## src/rtl/cfg_hold_monitor.sv

```systemverilog
module cfg_hold_monitor #(
  parameter int CFG_W     = 16,
  parameter bit BUSY_MODE = 1'b0
) (
  input  logic             clk,
  input  logic             rst_n,
  input  logic             start,
  input  logic             done,
  input  logic             busy,
  input  logic [CFG_W-1:0] cfg,
  output logic             viol,
  output logic             err_sticky,
  output logic             win_fail
);

  logic [CFG_W-1:0] cfg_q;
  logic prev_ok, start_q, win_open, win_bad;
  logic chg, start_edge, in_scope;

  assign chg        = prev_ok && (cfg != cfg_q);
  assign start_edge = start && !start_q;
  assign in_scope   = BUSY_MODE ? busy : win_open;
  assign viol       = rst_n && in_scope && chg;
  assign win_fail   = rst_n && win_open && done && (win_bad || chg);

  always_ff @(posedge clk or negedge rst_n) begin
    if (!rst_n) begin
      cfg_q      <= '0;
      prev_ok    <= 1'b0;
      start_q    <= 1'b0;
      win_open   <= 1'b0;
      win_bad    <= 1'b0;
      err_sticky <= 1'b0;
    end else begin
      cfg_q   <= cfg;
      prev_ok <= 1'b1;
      start_q <= start;
      if (viol) err_sticky <= 1'b1;
      if (win_open) begin
        if (done) begin
          win_open <= 1'b0;
          win_bad  <= 1'b0;
        end else if (chg) begin
          win_bad <= 1'b1;
        end
      end else if (start_edge) begin
        win_open <= 1'b1;
        win_bad  <= 1'b0;
      end
    end
  end

  // outputs quiet while reset is held
  assert_quiet_in_reset_R1: assert property (@(posedge clk)
    !rst_n |-> (!viol && !win_fail));

  // sticky flag follows any violation and then holds
  assert_sticky_sets_R7: assert property (@(posedge clk) disable iff (!rst_n)
    viol |=> err_sticky);
  assert_sticky_holds_R7: assert property (@(posedge clk) disable iff (!rst_n)
    err_sticky |=> err_sticky);

  // window report only on a done cycle, and only for one cycle
  assert_fail_on_done_R6: assert property (@(posedge clk) disable iff (!rst_n)
    win_fail |-> done);
  assert_fail_single_R6: assert property (@(posedge clk) disable iff (!rst_n)
    win_fail |=> !win_fail);

  // a bus that holds still never raises viol
  assert_stable_no_viol_R4: assert property (@(posedge clk) disable iff (!rst_n)
    (prev_ok && $stable(cfg)) |-> !viol);

  // in busy mode nothing is flagged while busy is low
  assert_busy_scope_R5: assert property (@(posedge clk) disable iff (!rst_n)
    (BUSY_MODE && !busy) |-> !viol);

endmodule

```

## config.mk

```make
export PLATFORM = sky130hd
export DESIGN_NAME = cfg_hold_monitor
export DESIGN_NICKNAME = d
export VERILOG_FILES = /design/src/rtl/cfg_hold_monitor.sv
export SDC_FILE = /design/constraint.sdc
export NUM_CORES = 1
export LEC_CHECK = 0
export ABC_CLOCK_PERIOD_IN_PS = 1500
export BUFFER_PORTS_ARGS = -buffer_cell sky130_fd_sc_hd__buf_2
export CORE_MARGIN = 8
export CORE_UTILIZATION = 35
export DETAILED_ROUTE_END_ITERATION = 7
export GPL_TIMING_DRIVEN = 0
export PLACE_DENSITY = 0.6
export SLEW_MARGIN = 20
export SYNTH_ARGS = -nofsm -noshare
export SYNTH_HDL_FRONTEND = slang
export SYNTH_SLANG_ARGS = --single-unit
```

## constraint.sdc

```tcl
create_clock -name clk -period 1.5 [get_ports clk]
set_clock_uncertainty 0.05 [all_clocks]
set_input_delay 0.225 -clock clk [delete_from_list [all_inputs] [get_ports clk]]
set_output_delay 0.225 -clock clk [all_outputs]
set_load 0.1 [all_outputs]
```

# Word level (Yosys, flattened, before mapping)
# Cells that the tools add are included.
[word_totals] reg_bits=21 latch_bits=0 ram_bits=0 mem_bits_ro=0 out_inout_bits=3 mem_count=0
[classes] addsub=0 multipliers=0 div=0 magnitude_cmp=0 n_eq_ne=2 shifts=0 n_mux=7 bitwise_logic=0 reduce_logical=10
[ops] cell="$ne A16 B16 Y1" count=1
[ops] cell="$mux W1" count=7
[ops] cell="$logic_and A1 B1 Y1" count=6
[ops] cell="$ne A3 B2 Y1 const B" count=1
[ops] cell="$reduce_and A2 Y1" count=1
[ops] cell="$reduce_bool A2 Y1" count=1
[ops] cell="$logic_not A1 Y1" count=1
[ops] cell="$logic_or A1 B1 Y1" count=1

# Depth between registers and ports, before layout
# Gate-level depths: netlist of the first run.
[depth] depth_word=5 mapped_depth=4

# Least setup slack after synthesis of the first run
# OpenSTA, ideal clock, no wires.
[synth_timing] path_type="register to output" from="register cfg_q[4]" to="output port win_fail" t_arrival_ps=1999 setup_slack_ps=-774 stages_incl_launch_ff=5 cell_sequence="dfrtp_1 -> xnor2_1 -> nand4_1 -> nor4_2 -> o21ai_1"
[synth_between] elab_chain_cells=4
[synth_rtl] item="from (decl)" line_no="16" rtl="logic [CFG_W-1:0] cfg_q;"
[synth_rtl] item="from (signal assigned)" line_no="35" rtl="cfg_q <= cfg;"
[synth_rtl] item="$ne A16 B16 Y1" line_no="20" rtl="assign chg = prev_ok && (cfg != cfg_q);"
[synth_rtl] item="$logic_and A1 B1 Y1" line_no="20"
[synth_rtl] item="$logic_or A1 B1 Y1" line_no="24" rtl="assign win_fail = rst_n && win_open && done && (win_bad || chg);"
[synth_rtl] item="$logic_and A1 B1 Y1" line_no="24"
[synth_rtl] item="to (decl)" line_no="13" rtl="output logic win_fail"
# Every way passes these cells.

# Worst setup path after layout of the first run
[layout_timing] from="register cfg_q[6]" to="output port win_fail"
# Same word-level chain as after synthesis.

==> results.ini, run 1 <==
[status]
status=finished with violations
violations=setup timing

[setup_path]
path_max_fanout=3
crit_arrival_ps=1690
crit_required_ps=1220
critPathLaunch=cfg_q[6]
cp-end-kind=output pin
timing.rr.start=cfg_q[6]
critPathKind=register to output pin
start_kind=register

[layout]
layout_common_cells=21 x dfrtp_1, 20 x buf_2, 17 x dlygate4sd3_1, 15 x xnor2_1, 6 x nand4_1
final_layout_size_suffix_gt1_share_pct=31.1
final_area_sq_mm=0.00121
area_growth_pct=55.6
fill_cells=210
layout_commonest_cell=dfrtp_1
fin_cells=131
num_antenna_cells=0
nets=125

[power]
total_power_uw=1070
swShare_pct=25.1
power.share.sequential_pct=58.0
p_leak_uw=0.000525
power_density_mw_per_mm2=881
p_switching_uw=268
clkPwrFrac_pct=24.3
p_comb_share_pct=17.7
internal_power_uw=799
worst_ir_drop_vdd_mv=0.486

[cts]
cts_tree=done
htree_num_levels=1
cts.clk_slew.worst_paths_ps=110
cts_made_buffers=3
clkLatencyLatePin_ps=300
cts.sinks=21
cts_buffer_depth=2
cts_root_buf=clkbuf_4

[synthesis]
netlist_instances=57
synth_seq_area_share_pct=67.5
netlist.area_leader.share_pct=67.5
ys_top_cells_by_area=dfrtp_1 68%, xnor2_1 18%, nand4_1 4.8%
yosysTopAreaCell=dfrtp_1
synth.avg_cell_area_sq_um=13.7
syn_nets=78
ys_warn_count=0
synth_cell_types=13
ys_seq_elements=21
syn_area_sq_um=778

[worst_hold_path]
hold_start=cfg[10]
hold_path.class=primary input to register

[run]
max_cap_violations=0

[sta]
rsz0062_at_grt=yes
fin_ws_ps=-465
layout_min_cycle_time_ps=1960
drv_slew=0
min_period_over_period_pct=131
max_freq_ghz=0.509
setup_tns_ps=-1030
slew_headroom_pct=40.4
worst_pin_slew_ps=891
setup_violations=4
final-hold-violation-count=0

[floorplan]
pin_count=24
die_area_sq_mm=0.00399
initial_core_util_pct=36.2
core_area_sq_mm=0.00215
num_rows=17
die_h_um=63.2
die_x_um=63.2

[route]
highest_layer=met4
avgViaCountPerCell=4.44
met1_length_um=671
post-route-drc-count=0
vias=582
first_iter_violations=19
ant_nets=0
wl_met3_um=44
wl_per_cell_um=12.8
met2_length_um=924
routed_wirelength_um=1680
first_pass_iters=4

[grt]
grt_max_degree=22
grt_pass1_wl_um=2690
overflow=0
grt_antenna_before_repair=0
grt_usage_pct=8.67
first_global_vias=616

[placed_design]
placed_area_sq_um=951
numPortBuffers=22
hpwl_um=1010
gp_congestion=0.702
dp.cells=107

## worst max-delay path, cell delays in order, from the launching register on
cell	delay, ps
dfrtp_1	390
xnor2_1	150
nand4_1	160
nor4_4	260
buf_4	180
o21ai_4	70
buf_12	170
## state kept, by name, indices dropped and copies added, names as in the netlist
name and count:
start_q 1, win_bad 1, cfg_q 16, in_scope 1, prev_ok 1, err_sticky 1
## cells by family (layout without fill, tap and decap cells)
kind of cell / Yosys count / in the layout / synth area share [%]
buffers and inverters: 1 / 47 / 0.482
AND/OR/NAND/NOR: 14 / 14 / 10.6
AO/OA/AOI/OAI: 4 / 4 / 2.89
XOR/XNOR: 16 / 16 / 18.0
other: 1 / 1 / 0.482
flip-flops: 21 / 21 / 67.5
## layer usage
metal,vias to the layer above,global-route usage (%)
met5,-,0
met4,0,6.84
met3,4,1.77
met2,12,14.3
met1,283,9.45
li1,283,-
## metrics by stage
stage	hold WS, ps	setup slack, ps	utilization (%)
CTS	-4.56	-514	52.7
detailed placement	164	-314	44.3
finish	32.9	-465	56.4
global placement	162	-304	44.3
floorplan	-121	-134	-
global route	13.8	-569	56.4
## what timing repair did
| action | in CTS | in global routing |
|---|---|---|
| pin swaps | 5 | 4 |
| setup endpoints to repair | 4 | 4 |
| resized for setup | 8 | 2 |
| hold buffers | 11 | 6 |
| hold endpoints to repair | 32 | 6 |
| cloned | 0 | 0 |
| setup buffers | 2 | 1 |
## final cells by class
cell class | instances | area [sq um] | share of cell area, %
clock buffer | 4 | 26.3 | 2.17
inverter | 1 | 3.75 | 0.310
multi-input combinational | 35 | 284 | 23.5
sequential | 21 | 526 | 43.4
tap | 28 | 35.0 | 2.89
timing repair buffer | 42 | 337 | 27.8
## power by group through the flow
| stage | Combinational, uW | Sequential (uW) | Clock, uW |
|---|---|---|---|
| 6_report | 189 | 619 | 260 |
| 5_1_grt | 207 | 623 | 299 |
| 4_1_cts | 175 | 617 | 269 |
| 3_5_place_dp | 142 | 629 | 0 |
| 3_3_place_gp | 140 | 628 | 0 |
| 2_1_floorplan | 76.9 | 635 | 0 |
## cell usage after synthesis, drive strengths merged
| cell type | n |
|---|---|
| conb | 1 |
| dfrtp | 21 |
| inv | 1 |
| nand2 | 2 |
| nand3 | 2 |
| nand3b | 1 |
| nand4 | 6 |
| nor2 | 2 |
| nor4 | 1 |
| o21ai | 3 |
| o21bai | 1 |
| xnor2 | 16 |
## worst paths after layout
check | cells after the start | end | slack [ps]
min | 1 | cfg_q[10] | 30
max | 6 | win_fail | -460
min reg2reg | 1 | err_sticky | 430
max in group asynchronous | 2 | cfg_q[11] | 270
min in group asynchronous | 2 | cfg_q[6] | 580
max reg2reg | 7 | win_bad | -70
No activity file was read; power rests on OpenSTA's default activity.
==> run 2: changes to the inputs <==
--- a/config.mk
+++ b/config.mk
@@ -16,3 +16,4 @@
 export SYNTH_ARGS = -nofsm -noshare
 export SYNTH_HDL_FRONTEND = slang
 export SYNTH_SLANG_ARGS = --single-unit
+export TNS_END_PERCENT = 5
==> run 2 against run 1 <==
The run still ends with setup timing left; die area unchanged; via count down 2.7%; non-clock buffer count unchanged; final area down 0.10%; routed wire length decreased by 5.1%; clock-buffer cell count unchanged; power decreased by 0.38%; global-route usage decreased by 0.37 points; hold slack improved by 89 ps; sequential power barely moved; combinational power about the same; largest power group unchanged.
==> results.ini, run 2 (same netlist as run 1, synthesis figures left out) <==
[layout]
fin_cells=131  ; unchanged
multi_input_area_sq_um=284  ; unchanged
area_growth_pct=55.5  ; was 55.6%
regMostFlops=cfg_q  ; unchanged
nets=125  ; unchanged
layout_commonest_cell=dfrtp_1  ; unchanged
num_antenna_cells=0  ; unchanged
final_layout_size_suffix_gt1_share_pct=30.1  ; was 31.1%
layout_common_cells=21 x dfrtp_1, 20 x buf_2, 18 x dlygate4sd3_1, 15 x xnor2_1, 6 x nand4_1  ; was 21 x dfrtp_1, 20 x buf_2, 17 x dlygate4sd3_1, 15 x xnor2_1, 6 x nand4_1
fill_cells=199  ; was 210
seqCellArea_sq_um=526  ; unchanged
largest_reg_flops=16  ; unchanged

[route]
routed_wirelength_um=1590  ; was 1680 um
vias=566  ; was 582
first_pass_iters=3  ; was 4
post-route-drc-count=0  ; unchanged
avgViaCountPerCell=4.32  ; was 4.44
first_iter_violations=2  ; was 19
wl_per_cell_um=12.2  ; was 12.8 um
ant_nets=0  ; unchanged

[placed_design]
dp.cells=107  ; unchanged
numPortBuffers=22  ; unchanged
gp_congestion=0.700  ; was 0.702
hpwl_um=1020  ; was 1010 um
pre_cts_slack_ps=-322  ; was -314 ps

[sta]
worst_pin_slew_ps=876  ; was 891 ps
fin_ws_ps=-468  ; was -465 ps
drv_slew=0  ; unchanged
max_freq_ghz=0.508  ; was 0.509 GHz
final-hold-violation-count=0  ; unchanged
slew_headroom_pct=41.4  ; was 40.4%
layout_min_cycle_time_ps=1970  ; was 1960 ps
setup_violations=3  ; was 4
hold_slack_ps=122  ; was 32.9 ps
rsz0062_at_grt=yes  ; unchanged
min_period_over_period_pct=131  ; about the same

[power]
total_power_uw=1060  ; was 1070 uW
power_density_mw_per_mm2=879  ; was 881 mW/mm^2
worst_ir_drop_vdd_mv=0.517  ; was 0.486 mV
p_leak_uw=0.000522  ; was 0.000525 uW

[setup_path]
path_max_fanout=3  ; unchanged
start_kind=register  ; unchanged
cp-end-kind=output pin  ; unchanged
crit_arrival_ps=1690  ; about the same
crit_required_ps=1220  ; about the same
critPathKind=register to output pin  ; unchanged

[cts]
cts_tree=done  ; unchanged
cts_buffer_depth=2  ; unchanged
clkLatencyLatePin_ps=290  ; was 300 ps
htree_num_levels=1  ; unchanged
cts.clk_slew.worst_paths_ps=110  ; about the same
cts_root_buf=clkbuf_4  ; unchanged
cts_made_buffers=3  ; unchanged
cts.sinks=21  ; unchanged

[grt]
first_global_vias=621  ; was 616
grt_max_degree=22  ; unchanged
grt_antenna_before_repair=0  ; unchanged
grt_use_met3_pct=1.77  ; unchanged
use_met1_pct=8.40  ; was 9.45%
overflow=0  ; unchanged
busiest_layer=met2  ; unchanged
grt_usage_pct=8.30  ; was 8.67%
grt_pass1_wl_um=2620  ; was 2690 um
globalRouteMet2Util_pct=14.3  ; unchanged

[run]
max_cap_violations=0  ; unchanged

[worst_hold_path]
hold_path.class=primary input to register  ; unchanged

[status]
violations=setup timing  ; unchanged
status=finished with violations  ; unchanged

[floorplan]
die_area_sq_mm=0.00399  ; unchanged
die_x_um=63.2  ; unchanged
die_h_um=63.2  ; unchanged
initial_core_util_pct=36.2  ; unchanged
num_rows=17  ; unchanged
core_area_sq_mm=0.00215  ; unchanged
pin_count=24  ; unchanged

-- run 2: changes by cell type in the layout (fill, tap and decap cells not counted) --
| cell | delta |
|---|---|
| buf_6 | -1 |
| dlygate4sd3_1 | +1 |
-- run 2: per-layer routing --
| metal | vias up | routed length (um) |
|---|---|---|
| met5 | - | 0 |
| met4 | 0 | 27 |
| met3 | 2 | 50 |
| met2 | 10 | 866 |
| met1 | 271 | 650 |
| li1 | 283 | - |
-- run 2: critical path, cell delays in order, from the launching register on --
cell and delay, ps:
dfrtp_1 390, xnor2_1 150, nand4_1 170, nor4_4 290, buf_4 180, o21ai_4 60
buf_12 170
-- run 2: power by group --
part | total [uW] | internal, uW | switching, uW
Combinational | 190 | 99.1 | 90.7
Clock | 254 | 103 | 151
Sequential | 619 | 599 | 20.7
-- run 2: layout make-up --
cell class / instances / area share (%)
inverter: 1 / 0.310
sequential: 21 / 43.4
clock buffer: 4 / 2.17
tap: 28 / 2.90
multi-input combinational: 35 / 23.5
timing repair buffer: 42 / 27.7
-- run 2: repair_timing --
action,in CTS,in global routing
pin swaps,3,11
cloned,0,0
buffers inserted,1,1
resized for setup,8,1
hold buffers,14,4
hold endpoints to repair,34,4
setup endpoints to repair,4,4
-- run 2: worst paths after layout --
kind | startpoint | endpoint | slack (ps) | cells past startpoint
setup / recovery | cfg_q[11] | win_fail | -470 | 6
hold / removal | done | in_scope | 120 | 2
setup reg to reg | cfg_q[11] | err_sticky | 0 | 6
hold reg to reg | err_sticky | err_sticky | 430 | 1
max in group asynchronous | rst_n | cfg_q[1] | 270 | 2
min in group asynchronous | rst_n | cfg_q[2] | 590 | 2
-- run 2: per-stage QoR --
step	utilization [%]	TNS, ps	cell area [sq um]
after global placement	44.3	-610	951
after CTS	53.8	-1040	1150
after detailed placement	44.3	-688	951
after global routing	56.3	-1180	1210
after floorplan	-	-217	806
final	56.3	-907	1210
